File: config.mk
export PLATFORM = sky130hd
export DESIGN_NAME = frame_phase_aligner
export DESIGN_NICKNAME = d
export VERILOG_FILES = /design/src/rtl/ifpa_pkg.sv /design/src/rtl/ifpa_offset.sv /design/src/rtl/ifpa_frame_ctr.sv /design/src/rtl/ifpa_deser.sv /design/src/rtl/frame_phase_aligner.sv
export SDC_FILE = /design/constraint.sdc
export NUM_CORES = 1
export LEC_CHECK = 0
export BUFFER_PORTS_ARGS = -buffer_cell sky130_fd_sc_hd__buf_4
export CORE_ASPECT_RATIO = 2
export CORE_MARGIN = 1
export CORE_UTILIZATION = 38
export CTS_CLUSTER_DIAMETER = 100
export DETAILED_ROUTE_END_ITERATION = 8
export PLACE_DENSITY = 0.7
export SLEW_MARGIN = 20
export SYNTH_ARGS = -nofsm -noshare
export SYNTH_HDL_FRONTEND = slang
export SYNTH_HIERARCHICAL = 1
export SYNTH_SLANG_ARGS = --single-unit
File: constraint.sdc
create_clock -name clk2x -period 3.8 [get_ports clk2x]
set_input_delay 0.76 -clock clk2x [delete_from_list [all_inputs] [get_ports clk2x]]
set_output_delay 0.76 -clock clk2x [all_outputs]
set_load 0.005 [all_outputs]
File: src/rtl/ifpa_pkg.sv
package ifpa_pkg;
  // Upper nibble of the shift control word.
  typedef struct packed {
    logic [2:0] adv;   // whole-bit advance
    logic       half;  // half-bit delay
  } shift_ctl_t;
endpackage

File: src/rtl/ifpa_offset.sv
module ifpa_offset
  import ifpa_pkg::*;
#(
  parameter int PW   = 6,
  parameter int LAST = 63
) (
  input  shift_ctl_t    ctl,
  output logic [PW-1:0] odd_off
);
  logic [PW-1:0] adv_half;

  always_comb begin
    adv_half = PW'({ctl.adv, 1'b0});
    if (ctl.adv == 3'd0 && ctl.half)
      odd_off = PW'(LAST);
    else
      odd_off = adv_half - PW'(ctl.half);
  end
endmodule

File: src/rtl/ifpa_frame_ctr.sv
module ifpa_frame_ctr #(
  parameter int PW   = 6,
  parameter int LAST = 63
) (
  input  logic          clk,
  input  logic          rst_n,
  input  logic          load,
  input  logic [PW-1:0] load_val,
  output logic [PW-1:0] pos
);
  logic [PW-1:0] pos_q, pos_d;

  always_comb begin
    if (load)
      pos_d = load_val;
    else if (pos_q == PW'(LAST))
      pos_d = '0;
    else
      pos_d = pos_q + 1'b1;
  end

  always_ff @(posedge clk or negedge rst_n) begin
    if (!rst_n) pos_q <= '0;
    else        pos_q <= pos_d;
  end

  assign pos = pos_q;

  // R6 wrap and step
  a_r6_wrap: assert property (@(posedge clk) disable iff (!rst_n)
    (!load && pos_q == PW'(LAST)) |=> pos_q == '0);
  a_r6_step: assert property (@(posedge clk) disable iff (!rst_n)
    (!load && pos_q != PW'(LAST)) |=> pos_q == $past(pos_q) + 1'b1);
  // R7 reload value
  a_r7_reload: assert property (@(posedge clk) disable iff (!rst_n)
    load |=> pos_q == $past(load_val));
endmodule

File: src/rtl/ifpa_deser.sv
module ifpa_deser #(
  parameter int PW  = 6,
  parameter int CHW = 2
) (
  input  logic           clk,
  input  logic           rst_n,
  input  logic [PW-1:0]  pos,
  input  logic           din,
  output logic           stb,
  output logic           vld,
  output logic [7:0]     data,
  output logic [CHW-1:0] chan
);
  logic [6:0]     sh_q, sh_d;
  logic [7:0]     data_q, data_d;
  logic [CHW-1:0] chan_q, chan_d;
  logic           vld_q, vld_d;
  logic           last;

  always_comb begin
    stb    = pos[0];
    last   = stb && (pos[3:1] == 3'd7);
    sh_d   = stb  ? {sh_q[5:0], din} : sh_q;
    vld_d  = last;
    data_d = last ? {sh_q, din} : data_q;
    chan_d = last ? pos[PW-1:4] : chan_q;
  end

  always_ff @(posedge clk or negedge rst_n) begin
    if (!rst_n) begin
      sh_q   <= '0;
      vld_q  <= 1'b0;
      data_q <= '0;
      chan_q <= '0;
    end else begin
      sh_q   <= sh_d;
      vld_q  <= vld_d;
      data_q <= data_d;
      chan_q <= chan_d;
    end
  end

  assign vld  = vld_q;
  assign data = data_q;
  assign chan = chan_q;
endmodule

File: src/rtl/frame_phase_aligner.sv
module frame_phase_aligner
  import ifpa_pkg::*;
#(
  parameter int N_LINES = 4,
  parameter int N_CHAN  = 4,
  localparam int FB     = N_CHAN * 8,
  localparam int LAST   = 2 * FB - 1,
  localparam int PW     = $clog2(2 * FB),
  localparam int CHW    = $clog2(N_CHAN)
) (
  input  logic                     clk2x,
  input  logic                     rst_n,
  input  logic                     sync_in,
  input  logic [7:0]               shift_cfg,
  input  logic [N_LINES-1:0]       ser_in,
  output logic [N_LINES-1:0]       smp_stb,
  output logic [N_LINES-1:0]       byte_vld,
  output logic [N_LINES*8-1:0]     byte_out,
  output logic [N_LINES*CHW-1:0]   chan_out
);
  logic [1:0]    rst_pipe;
  logic          rst_i_n;
  logic          sync_q;
  logic          sync_rise;
  logic [PW-1:0] odd_off;
  logic [PW-1:0] grp_pos [2];
  shift_ctl_t    ctl;
  logic          unused_low;

  // Reset: asserted asynchronously, released on the clock.
  always_ff @(posedge clk2x or negedge rst_n) begin
    if (!rst_n) rst_pipe <= 2'b00;
    else        rst_pipe <= {rst_pipe[0], 1'b1};
  end
  assign rst_i_n = rst_pipe[1];

  always_ff @(posedge clk2x or negedge rst_i_n) begin
    if (!rst_i_n) sync_q <= 1'b1;
    else          sync_q <= sync_in;
  end
  assign sync_rise = sync_in & ~sync_q;

  assign ctl        = shift_ctl_t'(shift_cfg[7:4]);
  assign unused_low = ^shift_cfg[3:0];

  ifpa_offset #(.PW(PW), .LAST(LAST)) u_off (
    .ctl     (ctl),
    .odd_off (odd_off)
  );

  // Group 0 serves even lines, group 1 odd lines.
  for (genvar g = 0; g < 2; g++) begin : g_grp
    ifpa_frame_ctr #(.PW(PW), .LAST(LAST)) u_ctr (
      .clk      (clk2x),
      .rst_n    (rst_i_n),
      .load     (sync_rise),
      .load_val ((g == 1) ? odd_off : '0),
      .pos      (grp_pos[g])
    );
  end

  for (genvar l = 0; l < N_LINES; l++) begin : g_line
    ifpa_deser #(.PW(PW), .CHW(CHW)) u_des (
      .clk   (clk2x),
      .rst_n (rst_i_n),
      .pos   (grp_pos[l % 2]),
      .din   (ser_in[l]),
      .stb   (smp_stb[l]),
      .vld   (byte_vld[l]),
      .data  (byte_out[l*8 +: 8]),
      .chan  (chan_out[l*CHW +: CHW])
    );
  end

  // R4 even lines take the standard position
  a_r4_even_zero: assert property (@(posedge clk2x) disable iff (!rst_i_n)
    sync_rise |=> grp_pos[0] == '0);
  // R5 zero nibble aligns odd and even
  a_r5_same_timing: assert property (@(posedge clk2x) disable iff (!rst_i_n)
    (sync_rise && shift_cfg[7:4] == 4'h0) |=> grp_pos[0] == grp_pos[1]);
endmodule

==> results of run 1 <==
[area by class of cell]
type / count / share of cell area [%]
clock buffer: 12 / 5.702
clock inverter: 4 / 0.4451
inverter: 5 / 0.4172
multi-input combinational: 135 / 31.18
sequential: 87 / 48.51
tap: 130 / 3.616
timing repair buffer: 59 / 10.13
[through the flow]
| stage | util [%] | power (mW) | instances | hold slack, ns |
|---|---|---|---|---|
| after global routing | 47.62 | 3.763 | 432 | 0.1764 |
| after global placement | 44.48 | 2.719 | 415 | 0.3389 |
| after CTS | 47.40 | 3.599 | 431 | 0.1840 |
| final | 47.62 | 3.538 | 432 | 0.1976 |
| after floorplan | - | 2.297 | 243 | 0.3312 |
| after detailed placement | 44.48 | 2.774 | 415 | 0.3379 |
[power groups by stage]
stage / sequential, mW / clock [mW] / combinational (mW)
5_1_grt: 1.74 / 0.866 / 1.15
2_1_floorplan: 1.63 / 0 / 0.671
6_report: 1.67 / 0.806 / 1.06
4_1_cts: 1.70 / 0.834 / 1.07
3_3_place_gp: 1.69 / 0 / 1.03
3_5_place_dp: 1.71 / 0 / 1.06
[cells in the mapped netlist, types with 3 or more instances]
library cell  count
buf_4             5
buf_6             8
dfrtp_1          86
ha_1              3
inv_1             5
mux2_2           34
mux2_4           36
nand2_1          14
nand4_4           4
o21ai_0          10
xor2_1            5
[worst max-delay path by stage]
stage / endpoint / slack, ns / cells past startpoint
final: smp_stb[2] / 1.53 / 1
after global routing: smp_stb[0] / 1.41 / 1
after CTS: smp_stb[2] / 1.49 / 1
after detailed placement: g_grp[0].u_ctr/pos[0] / 1.80 / 4
after global placement: g_grp[1].u_ctr/pos[0] / 1.86 / 4
after floorplan: g_grp[0].u_ctr/pos[0] / 1.20 / 0
[cells by family after synthesis]
kind of cell	Yosys count	synth area share, %
xor+xnor	7	1.647
mux	70	24.81
other cells	2	0.2018
buf+inv	21	4.303
simple gates	29	5.916
flops	87	58.52
fa+ha+maj	3	1.009
compound gates	19	3.597
[sequential cells by signal, indices dropped and copies added (netlist names)]
| register | cells |
|---|---|
| g_line.u_des/data | 32 |
| g_line.u_des/sh_q | 28 |
| g_grp.u_ctr/pos | 12 |
| g_line.u_des/chan | 8 |
| g_line.u_des/vld | 4 |
| rst_pipe | 2 |
| sync_q | 1 |
[routing by layer]
layer  vias to the layer above  global-route usage (%)  routed length, um
li1                        926                       -                  -
met4                         0                   8.875                204
met5                         -                       0                  0
met3                        15                   3.329                185
met2                        46                   23.49               3404
met1                      1000                   15.05               2302
==> impl_metrics.json, run 1 <==
{
  "cts_made_buffers": 9,
  "multi_input_area_um2": 1403,
  "grt_start_max_net_pins": 86,
  "fmax_ghz": 0.4403,
  "fill_cells": 859,
  "r2r_end": "g_grp[0].u_ctr/pos[0]",
  "antenna_left": 0,
  "hold_viol": 0,
  "antenna_found_initial": 0,
  "drt-initial-drc-count": 104,
  "initial_core_util_pct": 39.40,
  "core_region_area_um2": 9447,
  "avgSynthCellArea_um2": 15.64,
  "rows": 50,
  "period_share_pct": 59.77,
  "p_clk_share_pct": 22.8,
  "synth_area_um2": 3722,
  "cts_tree": "done",
  "min-delay-path-class": "in -> async",
  "cts_root_buffer": "clkbuf_16",
  "tightestPinTransition_ns": 0.9262,
  "final_layout_size_suffix_gt1_share_pct": 52.32,
  "die-width_um": 71.99,
  "critPathBufInv": 1,
  "yosys_register_bits": 87,
  "vdd_drop_max_uv": 316.8,
  "synthFlopType": "dfrtp_1",
  "ys_warn_count": 6,
  "ios": 63,
  "die_h_um": 142.0,
  "synth.distinct_cells": 30,
  "cp_top_family": "flip-flops",
  "pwr-share-comb_pct": 29.9,
  "gr-total-overflow": 0,
  "rr_startpoint": "g_grp[0].u_ctr/pos[0]",
  "rrSetupSlack_ns": 1.82,
  "crit_chain": "buf_4",
  "clk_pin_slew_ns": 0.06,
  "p_seq_share_pct": 47.3,
  "layout_commonest_cell": "dfrtp_1",
  "yosysTopAreaCell": "dfrtp_1",
  "tns_ns": 0,
  "viasPerCell": 4.600,
  "ctsHoldBuffers": 0,
  "cts_resized": 0,
  "cp-start-kind": "flip-flop",
  "yosysTopAreaCellShare_pct": 57.82,
  "numPortBuffers": 58,
  "final_nets": 315,
  "fin_crit_ns": 2.271,
  "seq_area_frac_synth_pct": 58.52,
  "max_stage_delay_ns": 0.95,
  "cts.sinks": 87,
  "diodes": 0,
  "critical_path_class": "reg -> out",
  "cp.required_ns": 3.04,
  "clock_latency_ns": 0.33,
  "relSlewSlack_pct": 38.25,
  "drt-total-wl_um": 6097,
  "vias": 1987,
  "grt_pass1_vias": 2219,
  "arrival_ns": 1.51,
  "maxCapViolations": 0,
  "die_area_um2": 10220,
  "dr.pass1.iters": 4,
  "worst-path-max-fanout": 21,
  "rsz0062_at_grt": "false",
  "ff_latch_area_um2": 2182,
  "area_growth_pct": 20.84,
  "place_ws_ns": 1.799,
  "cpMaxStageDelayCell": "dfrtp_1",
  "place_congestion": 0.7446,
  "setup_ws_ns": 1.529,
  "p_sw_share_pct": 27.81,
  "postSynthCellCount": 238,
  "finClkSkew_ns": 0.006550,
  "grt_pass1_wl_um": 10700,
  "grt_use_total_pct": 13.80,
  "synth-edff-count": 0,
  "cts_max_path_buffers": 2,
  "setup_viol": 0,
  "power_leakage_nw": 2.187,
  "synth.area.top_cells": "dfrtp_1 (58%), mux2_4 (15%), mux2_2 (10%)",
  "final_cell_mix": "dfrtp_1 (85), buf_4 (58), mux2_4 (36), mux2_2 (34), nand2_1 (14)",
  "dpl_cell_area_um2": 4202,
  "wl_per_cell_um": 14.11,
  "outcome": "finished clean",
  "drv_slew": 0,
  "synth_async_sr_flop_share_pct": 100.0,
  "switching_power_uw": 984.0,
  "r2r_cells": 4,
  "internal-power_mw": 2.554,
  "worstSetupStartpoint": "g_grp[0].u_ctr/pos[0]",
  "powerDensity_nw_per_um2": 786.5,
  "end_kind": "primary output",
  "htreeDepth": 3,
  "post_cts_buffers": 0,
  "fin_area_um2": 4498,
  "drc": 0,
  "dp_hpwl_um": 4237
}
No activity file was read; power rests on OpenSTA's default activity.
==> run 2: changes to the inputs <==
==> constraint.sdc (replaced) <==
create_clock -name clk2x -period 2.2 [get_ports clk2x]
set_input_delay 0.44 -clock clk2x [delete_from_list [all_inputs] [get_ports clk2x]]
set_output_delay 0.44 -clock clk2x [all_outputs]
set_load 0.005 [all_outputs]
==> run 2 against run 1 <==
Non-clock buffer count grew 5. Clock skew about the same. Clock power grew 90%. Final area increased by 1.6%. Flip-flop and latch count is the same. First-iteration DRC count did not move. Critical endpoint is now smp_stb[1]. Utilization is 0.77 points higher. Via count grew 1.3%. Global-route usage shrank 0.77 points. Critical path depth rose by 1. Sequential power is 71% higher.
==> impl_metrics.json, run 2 (synthesis results as in run 1) <==
{
  "gr-total-overflow": 0,
  "die-width_um": 71.99,
  "cp-start-kind": "flip-flop",
  "htreeDepth": 3,
  "fill_cells": 865,
  "drc": 0,
  "drt-initial-drc-count": 104,
  "fin_cells": 437,
  "numPortBuffers": 58,
  "dp_cells": 420,
  "area_growth_pct": 22.79,
  "power_leakage_nw": 2.220,
  "post_cts_buffers": 0,
  "end_kind": "primary output",
  "largest_reg_flops": 32,
  "critical_path_class": "reg -> out",
  "vdd_drop_max_uv": 586.0,
  "drt-total-wl_um": 5950,
  "cts_max_path_buffers": 2,
  "maxCapViolations": 0,
  "antenna_found_initial": 0,
  "grt_pass1_vias": 2113,
  "rsz0062_at_grt": "false",
  "final_nets": 320,
  "clock_latency_ns": 0.34,
  "initial_core_util_pct": 39.40,
  "dp_hpwl_um": 4289,
  "rows": 50,
  "clk_pin_slew_ns": 0.06,
  "fmax_ghz": 0.6333,
  "rrSetupSlack_ns": 0.72,
  "arrival_ns": 1.14,
  "crit_chain": "buf_4 > buf_4",
  "ios": 63,
  "grt_use_total_pct": 13.03,
  "worst-path-max-fanout": 9,
  "cts_made_buffers": 9,
  "critPathBufInv": 2,
  "final_cell_mix": "dfrtp_1 (85), buf_4 (62), mux2_4 (36), mux2_2 (34), nand2_1 (14)",
  "holdWs_ns": 0.2239,
  "outcome": "finished clean",
  "diodes": 0,
  "vias": 2012,
  "grt_start_max_net_pins": 54,
  "tns_ns": 0,
  "cts_root_buffer": "clkbuf_16",
  "finClkSkew_ns": 0.006772,
  "place_congestion": 0.7866,
  "final_layout_size_suffix_gt1_share_pct": 53.09,
  "period_share_pct": 71.77,
  "hold_viol": 0,
  "grt_pass1_wl_um": 10090,
  "cpMostUsedCell": "buf_4",
  "wl_per_cell_um": 13.62,
  "antenna_left": 0,
  "cp.required_ns": 1.76,
  "powerDensity_nw_per_um2": 1369,
  "cp_top_family": "flip-flops",
  "setup_viol": 0,
  "die_area_um2": 10220,
  "cpMaxStageDelayCell": "dfrtp_1",
  "die_h_um": 142.0,
  "viasPerCell": 4.604,
  "cts_tree": "done",
  "fin_crit_ns": 1.579,
  "core_region_area_um2": 9447,
  "dr.pass1.iters": 4,
  "cts.sinks": 87,
  "layout_commonest_cell": "dfrtp_1",
  "max_stage_delay_ns": 0.46,
  "drv_slew": 0,
  "min-delay-path-class": "in -> reg"
}
## run 2: metal layers
layer	vias to the layer above	global-route usage, %	wire length, um
li1	942	-	-
met1	1018	15.05	2347
met2	40	20.85	3207
met3	12	3.612	216
met4	0	8.566	179
met5	-	0	0
## run 2: power by group
| part | internal, mW | total [mW] | leakage, nW | switching [mW] |
|---|---|---|---|---|
| sequential | 2.29 | 2.85 | 1.06 | 0.559 |
| combinational | 1.32 | 1.88 | 1.01 | 0.562 |
| clock | 0.938 | 1.53 | 0.152 | 0.591 |
## run 2: repair_timing
action | 4_1_cts | 5_1_grt
hold buffers | 1 | 0
hold endpoints to repair | 2 | 0
resized for setup | 0 | 0
setup endpoints to repair | 0 | 0
## run 2: final timing paths
kind,cells after the start,from,end
max,2,g_grp[1].u_ctr/pos[0],smp_stb[1]
min,1,sync_in,sync_q
max in group asynchronous,1,rst_pipe[1],g_line[1].u_des/sh_q[3]
min reg2reg,0,rst_pipe[1],g_line[3].u_des/vld
min in group asynchronous,0,rst_pipe[1],g_line[3].u_des/vld
max reg2reg,3,g_grp[1].u_ctr/pos[0],g_line[3].u_des/data[6]
## run 2: through the flow
stage / area (um2) / setup slack, ns / total power [mW] / utilization (%)
after floorplan: 3742 / 0.7317 / 3.967 / -
after global placement: 4252 / 0.7310 / 4.703 / 45.01
after detailed placement: 4252 / 0.7125 / 4.800 / 45.01
after CTS: 4571 / 0.5950 / 6.368 / 48.38
after global routing: 4571 / 0.5480 / 6.631 / 48.38
final: 4571 / 0.6211 / 6.257 / 48.38
## run 2: worst reg2reg max path, cell delays in order, from the launching register on
cell     delay, ns
dfrtp_1       0.46
buf_4         0.24
nand4_4       0.28
mux2_4        0.39
## run 2: layout make-up
type	instances	area [um2]	share of cell area, %
flip-flops and latches	87	2182	47.74
repair buffers	64	495.5	10.84
clock inverters	5	56.30	1.232
inverters	5	18.77	0.4106
clock buffers	11	252.7	5.530
multi-input cells	135	1403	30.69
well taps	130	162.7	3.559
==> run 3: changes to the inputs <==
--- a/config.mk
+++ b/config.mk
@@ -11,7 +11,7 @@
 export CORE_UTILIZATION = 38
 export CTS_CLUSTER_DIAMETER = 100
 export DETAILED_ROUTE_END_ITERATION = 8
-export PLACE_DENSITY = 0.7
+export PLACE_DENSITY = 0.72
 export SLEW_MARGIN = 20
 export SYNTH_ARGS = -nofsm -noshare
 export SYNTH_HDL_FRONTEND = slang
==> constraint.sdc (replaced) <==
create_clock -name clk2x -period 1.3 [get_ports clk2x]
set_input_delay 0.26 -clock clk2x [delete_from_list [all_inputs] [get_ports clk2x]]
set_output_delay 0.26 -clock clk2x [all_outputs]
set_load 0.005 [all_outputs]
==> run 3 against run 2 <==
Highest routed layer unchanged. Clock power up 65%. Largest cell class unchanged. Largest power group unchanged. Final area up 5.3%. Non-clock buffer count up 17.
==> impl_metrics.json, run 3 (synthesis results as in run 1) <==
{
  "dr.pass1.iters": 4,
  "worst-path-max-fanout": 5,
  "final_layout_size_suffix_gt1_share_pct": 58.33,
  "powerDensity_nw_per_um2": 2257,
  "vdd_drop_max_uv": 1136,
  "fin_cells": 454,
  "hp-start": "sync_in",
  "grt_use_total_pct": 13.60,
  "cp.required_ns": 1.04,
  "cts_root_buffer": "clkbuf_16",
  "clock_latency_ns": 0.33,
  "numPortBuffers": 58,
  "cp-start-kind": "flip-flop",
  "diodes": 0,
  "arrival_ns": 1.02,
  "min_path_cells": 1,
  "final_cell_mix": "dfrtp_1 (80), buf_4 (68), mux2_4 (36), mux2_2 (34), nand2_1 (14)",
  "cts.sinks": 87,
  "r2r_end": "g_line[0].u_des/data[7]",
  "end_kind": "primary output",
  "rr_startpoint": "g_grp[0].u_ctr/pos[0]",
  "gr-total-overflow": 0,
  "drt-total-wl_um": 6288,
  "critical_path_class": "reg -> out",
  "place_congestion": 0.7817,
  "clk_pin_slew_ns": 0.06,
  "rows": 50,
  "cts_max_path_buffers": 2,
  "grt_pass1_wl_um": 10610,
  "cts_tree": "done",
  "finClkSkew_ns": 0.005215,
  "cts_made_buffers": 9,
  "rrSetupSlack_ns": 0.03,
  "largest_reg_flops": 32,
  "final_nets": 337,
  "fmax_ghz": 0.7835,
  "outcome": "finished clean",
  "period_share_pct": 98.18,
  "min-delay-path-class": "in -> reg",
  "die-width_um": 71.99,
  "holdWs_ns": 0.04861,
  "r2r_cells": 4,
  "fin_crit_ns": 1.276,
  "core_region_area_um2": 9447,
  "antenna_left": 0,
  "setup_viol": 0,
  "drc": 0,
  "dp_cells": 430,
  "viasPerCell": 4.601,
  "grt_pass1_vias": 2224,
  "area_growth_pct": 29.28,
  "grt_start_max_net_pins": 47,
  "setup_ws_ns": 0.02363,
  "maxCapViolations": 0,
  "wl_per_cell_um": 13.85,
  "hold_end": "sync_q",
  "total_power_mw": 10.86,
  "multi_input_area_um2": 1420,
  "drv_slew": 0,
  "initial_core_util_pct": 39.40,
  "layout_commonest_cell": "dfrtp_1",
  "place_ws_ns": -0.05146,
  "drt-initial-drc-count": 53,
  "vias": 2089,
  "fill_cells": 832,
  "htreeDepth": 3,
  "dp_hpwl_um": 4533,
  "die_h_um": 142.0,
  "antenna_found_initial": 0,
  "power_leakage_nw": 2.330,
  "rsz0062_at_grt": "true",
  "die_area_um2": 10220,
  "ios": 63,
  "hold_viol": 0,
  "ff_latch_area_um2": 2188
}
## run 3: layout make-up
| class | count | share of cell area [%] |
|---|---|---|
| Clock buffer | 11 | 5.044 |
| Sequential cell | 87 | 45.48 |
| Inverter | 5 | 0.3900 |
| Timing Repair Buffer | 81 | 15.00 |
| Multi-Input combinational cell | 135 | 29.51 |
| Tap cell | 130 | 3.380 |
| Clock inverter | 5 | 1.196 |
## run 3: worst max path at each step
| stage | to | start | slack [ns] | depth (start not counted) |
|---|---|---|---|---|
| floorplan | g_line[0].u_des/chan[0] | g_grp[0].u_ctr/pos[0] | 0.01 | 4 |
| global placement | g_line[0].u_des/data[4] | g_grp[0].u_ctr/pos[2] | -0.01 | 2 |
| detailed placement | g_line[0].u_des/data[6] | g_grp[0].u_ctr/pos[2] | -0.05 | 2 |
| CTS | g_grp[0].u_ctr/pos[4] | g_grp[0].u_ctr/pos[0] | -0.03 | 5 |
| global route | smp_stb[1] | g_grp[1].u_ctr/pos[0] | -0.02 | 2 |
| finish | smp_stb[1] | g_grp[1].u_ctr/pos[0] | 0.02 | 2 |
## run 3: stage by stage
| step | setup TNS (ns) | util [%] | area, um2 |
|---|---|---|---|
| global route | -0.08869 | 50.94 | 4812 |
| detailed placement | -1.171 | 45.93 | 4339 |
| global placement | -0.2332 | 45.93 | 4339 |
| finish | 0 | 50.94 | 4812 |
| floorplan | 0 | - | 3745 |
| CTS | -0.03179 | 50.48 | 4768 |
## run 3: critical path, stage by stage (launching register included)
cell and delay [ns]:
dfrtp_1 0.42, buf_6 0.15, buf_4 0.13
## run 3: what timing repair did
item,4_1_cts,5_1_grt
setup buffers,6,0
hold buffers,1,0
endpoints found under the hold margin,2,0
gates cloned,0,1
pin swaps,4,2
endpoints found under the setup margin,45,38
resized for setup,7,9
## run 3: layer usage
metal / GRT usage [%] / routed length, um
met5: 0 / 0
met3: 3.541 / 162
met1: 14.17 / 2363
met2: 24.53 / 3648
met4: 6.914 / 114
## run 3: report_power, final
group          leakage [nW]  internal [mW]  switching (mW)  total, mW
Clock                 0.138           1.54           0.990       2.53
Combinational          1.14           2.44            1.09       3.53
Sequential             1.05           3.89           0.914       4.81
Total                  2.33           7.87            2.99       10.9
